--- src/rtl/div_pkg.sv ---
package div_pkg;

    localparam int FLD_W = 4;
    localparam int STG_W = FLD_W + 2;
    localparam int TOT_W = 2 * STG_W;

    typedef struct packed {
        logic [FLD_W-1:0] hi;
        logic [FLD_W-1:0] lo;
        logic             bypass;
    } stage_cfg_t;

    typedef struct packed {
        stage_cfg_t st1;
        stage_cfg_t st2;
        logic       dcc_off;
    } chan_cfg_t;

    typedef enum logic [1:0] {
        MODE_PASS,
        MODE_EVEN,
        MODE_STG1,
        MODE_STG2
    } out_mode_e;

    function automatic logic [STG_W-1:0] stage_ratio(stage_cfg_t c);
        if (c.bypass) begin
            return STG_W'(1);
        end
        return STG_W'(c.hi) + STG_W'(c.lo) + STG_W'(2);
    endfunction

    function automatic logic [TOT_W-1:0] chain_ratio(chan_cfg_t c);
        return TOT_W'(stage_ratio(c.st1)) * TOT_W'(stage_ratio(c.st2));
    endfunction

    function automatic out_mode_e pick_mode(chan_cfg_t c);
        if (c.st1.bypass && c.st2.bypass) begin
            return MODE_PASS;
        end
        if (!c.dcc_off) begin
            return MODE_EVEN;
        end
        if (!c.st2.bypass) begin
            return MODE_STG2;
        end
        return MODE_STG1;
    endfunction

endpackage

--- src/rtl/div_stage.sv ---
module div_stage
    import div_pkg::*;
(
    input  logic       clk,
    input  logic       restart,
    input  logic       step,
    input  stage_cfg_t cfg,
    output logic       wrap,
    output logic       level
);

    logic [STG_W-1:0] cnt_q;
    logic [STG_W-1:0] last_cnt;
    logic             at_end;

    assign last_cnt = stage_ratio(cfg) - STG_W'(1);
    assign at_end   = (cnt_q == last_cnt);

    always_ff @(posedge clk) begin
        if (restart) begin
            cnt_q <= '0;
        end else if (step && !cfg.bypass) begin
            cnt_q <= at_end ? '0 : cnt_q + STG_W'(1);
        end
    end

    // a stage wraps on the last step of its period; a bypassed stage on every step
    assign wrap  = step && (cfg.bypass || at_end);
    assign level = cfg.bypass || (cnt_q <= STG_W'(cfg.hi));

endmodule

--- src/rtl/div_even.sv ---
module div_even
    import div_pkg::*;
(
    input  logic             clk,
    input  logic             restart,
    input  logic             frame_end,
    input  logic [TOT_W-1:0] total,
    output logic [TOT_W-1:0] pos,
    output logic             level
);

    logic [TOT_W-1:0] pos_q;
    logic [TOT_W-1:0] half;

    assign half = total >> 1;

    always_ff @(posedge clk) begin
        if (restart || frame_end) begin
            pos_q <= '0;
        end else begin
            pos_q <= pos_q + TOT_W'(1);
        end
    end

    assign pos   = pos_q;
    assign level = (pos_q < half);

endmodule

--- src/rtl/div_outsel.sv ---
module div_outsel
    import div_pkg::*;
(
    input  logic      clk,
    input  logic      restart,
    input  out_mode_e mode,
    input  logic      lvl_even,
    input  logic      lvl_st1,
    input  logic      lvl_st2,
    output logic      out_q
);

    logic sel;

    always_comb begin
        unique case (mode)
            MODE_EVEN: sel = lvl_even;
            MODE_STG1: sel = lvl_st1;
            MODE_STG2: sel = lvl_st2;
            default:   sel = 1'b1;
        endcase
    end

    always_ff @(posedge clk) begin
        if (restart) begin
            out_q <= 1'b0;
        end else begin
            out_q <= sel;
        end
    end

endmodule

--- src/rtl/cascade_div.sv ---
module cascade_div
    import div_pkg::*;
(
    input  logic             clk_in,
    input  logic             rst,
    input  logic             sync_req,
    input  logic [FLD_W-1:0] s1_high,
    input  logic [FLD_W-1:0] s1_low,
    input  logic [FLD_W-1:0] s2_high,
    input  logic [FLD_W-1:0] s2_low,
    input  logic             s1_bypass,
    input  logic             s2_bypass,
    input  logic             dcc_off,
    output logic             clk_out
);

    chan_cfg_t        cfg_in;
    chan_cfg_t        cfg_q;
    out_mode_e        mode_q;
    logic             pass_q;
    logic             restart;
    logic             tick1;
    logic             tick2;
    logic             lvl1;
    logic             lvl2;
    logic             lvl_even;
    logic             out_q;
    logic [TOT_W-1:0] total;
    logic [TOT_W-1:0] even_pos;

    assign restart = rst || sync_req;

    always_comb begin
        cfg_in.st1.hi     = s1_high;
        cfg_in.st1.lo     = s1_low;
        cfg_in.st1.bypass = s1_bypass;
        cfg_in.st2.hi     = s2_high;
        cfg_in.st2.lo     = s2_low;
        cfg_in.st2.bypass = s2_bypass;
        cfg_in.dcc_off    = dcc_off;
    end

    // configuration and output mode are taken only at a restart
    always_ff @(posedge clk_in) begin
        if (restart) begin
            cfg_q  <= cfg_in;
            mode_q <= pick_mode(cfg_in);
            pass_q <= s1_bypass && s2_bypass;
        end
    end

    assign total = chain_ratio(cfg_q);

    div_stage u_stage1 (
        .clk     (clk_in),
        .restart (restart),
        .step    (1'b1),
        .cfg     (cfg_q.st1),
        .wrap    (tick1),
        .level   (lvl1)
    );

    div_stage u_stage2 (
        .clk     (clk_in),
        .restart (restart),
        .step    (tick1),
        .cfg     (cfg_q.st2),
        .wrap    (tick2),
        .level   (lvl2)
    );

    div_even u_even (
        .clk       (clk_in),
        .restart   (restart),
        .frame_end (tick2),
        .total     (total),
        .pos       (even_pos),
        .level     (lvl_even)
    );

    div_outsel u_outsel (
        .clk      (clk_in),
        .restart  (restart),
        .mode     (mode_q),
        .lvl_even (lvl_even),
        .lvl_st1  (lvl1),
        .lvl_st2  (lvl2),
        .out_q    (out_q)
    );

    // the select is a register, so the multiplexer changes only after a restart edge
    assign clk_out = pass_q ? clk_in : out_q;

endmodule

--- config.mk ---
export PLATFORM = sky130hd
export DESIGN_NAME = cascade_div
export DESIGN_NICKNAME = d
export VERILOG_FILES = /design/src/rtl/div_pkg.sv /design/src/rtl/div_stage.sv /design/src/rtl/div_even.sv /design/src/rtl/div_outsel.sv /design/src/rtl/cascade_div.sv
export SDC_FILE = /design/constraint.sdc
export NUM_CORES = 1
export LEC_CHECK = 0
export ABC_AREA = 1
export BUFFER_PORTS_ARGS = -buffer_cell sky130_fd_sc_hd__buf_2
export CORE_MARGIN = 2
export CORE_UTILIZATION = 62
export DETAILED_ROUTE_END_ITERATION = 10
export PLACE_DENSITY_LB_ADDON = 0.25
export SYNTH_ARGS = -nofsm -noshare
export SYNTH_HDL_FRONTEND = slang
export SYNTH_SLANG_ARGS = --single-unit
--- constraint.sdc ---
create_clock -name clk_in -period 6.9 [get_ports clk_in]
set_input_delay 0.69 -clock clk_in [delete_from_list [all_inputs] [get_ports clk_in]]
set_output_delay 0.69 -clock clk_in [all_outputs]
set_load 0.02 [all_outputs]
==> parameters.txt <==
Parameter                              Value

Worst setup path
  CP max-delay cell    sky130_fd_sc_hd__fa_1
  Crit path max fanout    5
  Delay contributed by the slowest stage of the critical path    0.55 ns
  Slack of the worst reg-to-reg path    0.91 ns
  Crit. End Element    register
  Arrival @ worst endpoint    6.30 ns
  Critical Path Start Type    register
  Crit Path Class    register to register
  Required time at the worst-slack endpoint    7.21 ns
  Critical Path Most Common Cell    sky130_fd_sc_hd__nand2_1

Timing
  Clock tree skew after final layout    0.01304 ns
  Hold Fails Final Rpt    0
  Unrepaired setup endpoints after global routing    false
  Count of endpoints failing setup in the final report    0
  Slew at the pin closest to its max-slew limit    0.5768 ns
  Highest clock frequency the design can meet    0.1671 GHz
  Post-layout minimum cycle time    5.985 ns
  Fin Setup TNS    0 ns
  Post-route clock period utilization    86.74%
  Count of final max-slew check failures    0
  Relative slew margins    61.49%

Clocking
  Post-CTS resize count    0
  Clock tree from TritonCTS    done
  Setup Fix Bufs, Post-CTS    0
  Clock slew at reported path FFs    0.10 ns
  Insertion delay to the later sink of the worst-skew pair    0.41 ns
  # hold bufs at CTS    0

Drt
  Post-DR vias/cell    5.334
  Average detailed-routed wire length per instance    13.36 microns
  Sum of routed wire length over all layers    8591 microns
  Total vias in the final route    3430
  Count of antenna-violating nets left after detailed routing    0
  DRT iter0 DRCs    147
  Number of DRC violations after detailed routing    0
  Count of TritonRoute iterations in the first routing pass    4

Layout
  Most common library cell in the layout ignoring fill and taps    sky130_fd_sc_hd__inv_1
  # diodes    0
  Fraction of layout instances using a drive strength above 1    16.87%
  Synth-to-layout area growth    7.815%
  Nets@finish    656
  Fillcell total    574
  Most used cells in the layout excluding fill and tap cells    sky130_fd_sc_hd__inv_1, sky130_fd_sc_hd__nand2_1, sky130_fd_sc_hd__ha_1

Logic synthesis
  Post-synthesis sequential element count    46
  Synthesized area per cell    8.110 sq um
  Synth Cell Area    4323 sq um
  Sequential cell area fraction in the yosys report    26.16%
  Number of distinct standard cells referenced by the synthesized netlist    38
  Yosys warns    0
  Post-Syn Nets    627
  Synth Instances    533

Power and ir drop
  Combinational power share    45.7%
  Net switching share of the total power    40.18%
  Pwr Total    1.056 mW
  Net switching power    424.2 uW
  Clock group share of total power    24.5%
  Portion of total power attributed to sequential cells    29.8%
  Total internal power    631.6 uW
  Static Leakage    2.361 nW
  Worst vdd rail ir drop    0.0001646 V
  Power density relative to cell area    226.5 nW/um^2

Placement
  Last weighted congestion value of the routability-driven placer    0.9243
  Count of input and output buffers    22
  HPWL Detailed    6994 microns

Die
  Area of the core    6756 sq um
  Vert. Die Dim    87.50 microns
  Area enclosed by the die boundary    7656 sq um
  I/O pins    23
  DIE WIDTH    87.50 microns
  Starting density of the core    63.98%
  Standard-cell row count    30

Global routing
  Overall routing resource usage    24.05%
  Largest net degree at the start of global routing    31
  Wire length of the first global-routing pass    14370 microns
  Antenna violations before repair    0
  Overflow left after global routing    0
  Number of global-route vias before repair    3412

Flow run
  Max-cap violations    0

Worst hold path
  Worst min path class    input pin to register

Status
  Outcome    finished clean
## Yosys cell counts, drive strengths merged
cell / number / share of area [%]
nand3: 36 / 6.3
a21oi: 30 / 4.1
nor2: 64 / 6.8
a21boi: 2 / 0.35
nor3: 7 / 1.1
o21bai: 1 / 0.17
xor2: 16 / 3.2
or2: 4 / 0.64
o21ai: 7 / 0.81
buf: 3 / 0.61
nand4: 11 / 1.6
o21a: 2 / 0.35
o311ai: 2 / 0.41
a21o: 3 / 0.52
nand2: 106 / 11
dfxtp: 25 / 12
nand3b: 2 / 0.35
inv: 107 / 9.3
mux2: 1 / 0.26
o211ai: 4 / 0.69
ha: 53 / 15
xnor2: 7 / 1.4
fa: 19 / 8.8
edfxtp: 21 / 15
## worst paths after layout
| path | from | to | cells after the start |
|---|---|---|---|
| max reg2reg | cfg_q[15]$_DFFE_PP_ | u_outsel.out_q$_SDFF_PP0_ | 29 |
| min | s1_high[2] | cfg_q[17]$_DFFE_PP_ | 1 |
| min reg2reg | u_even.pos[0]$_SDFF_PP0_ | u_even.pos[0]$_SDFF_PP0_ | 1 |
| max | cfg_q[15]$_DFFE_PP_ | u_outsel.out_q$_SDFF_PP0_ | 29 |
## per-layer routing
layer	track usage [%]	wire length, microns
met1	28.79	3827
met2	43.80	4340
met3	4.171	262
met4	7.413	160
met5	0	0
## critical path: cells and delay by family (launching register included)
family / cells / cell delay [ns]
adder cells (fa/ha/maj): 8 / 3.12
XOR/XNOR: 2 / 0.45
buffers and inverters: 4 / 0.31
AO/OA/AOI/OAI: 6 / 0.85
flip-flops: 1 / 0.41
AND/OR/NAND/NOR: 9 / 0.74
## power by group through the flow
stage          Sequential [mW]  Combinational (mW)  Clock (mW)
2_1_floorplan            0.315               0.394     0.00694
3_3_place_gp             0.320               0.466     0.00908
3_5_place_dp             0.321               0.480     0.00908
4_1_cts                  0.315               0.487       0.262
5_1_grt                  0.317               0.551       0.270
6_report                 0.315               0.482       0.259
## state kept, by name, summed over array words and instances, names as in the netlist
signal,flops
u_outsel.out_q,1
u_stage2.cnt_q,6
cfg_q,18
pass_q,1
mode_q,2
u_stage1.cnt_q,6
u_even.pos,12
## final cells by class
cell class	count	area (sq um)	share of cell area [%]
Clock buffer	9	115.1	2.470
Clock inverter	3	43.79	0.9396
Timing Repair Buffer	21	105.1	2.255
Tap cell	80	100.1	2.148
Sequential cell	46	1131	24.27
Multi-Input combinational cell	377	2761	59.25
Inverter	107	404.1	8.671
## stage by stage
stage | cell area [sq um] | utilization [%] | hold slack [ns] | setup slack (ns) | std cells
CTS | 4661 | 68.98 | 0.4463 | 0.8872 | 643
finish | 4661 | 68.98 | 0.4453 | 0.9149 | 643
floorplan | 4323 | - | 0.4360 | 1.442 | 533
global route | 4661 | 68.98 | 0.4442 | 0.5506 | 643
detailed placement | 4507 | 66.70 | 0.4616 | 0.9569 | 632
global placement | 4507 | 66.70 | 0.4524 | 1.183 | 632
## kinds of logic after synthesis
logic type,count (synthesis),synth area share [%]
XOR/XNOR,23,4.660
AO/OA/AOI/OAI,51,7.380
AND/OR/NAND/NOR,230,27.44
adder cells (fa/ha/maj),72,24.14
flip-flops,46,26.16
buffers and inverters,110,9.957
multiplexers,1,0.2605
No activity file was read; power rests on OpenSTA's default activity.
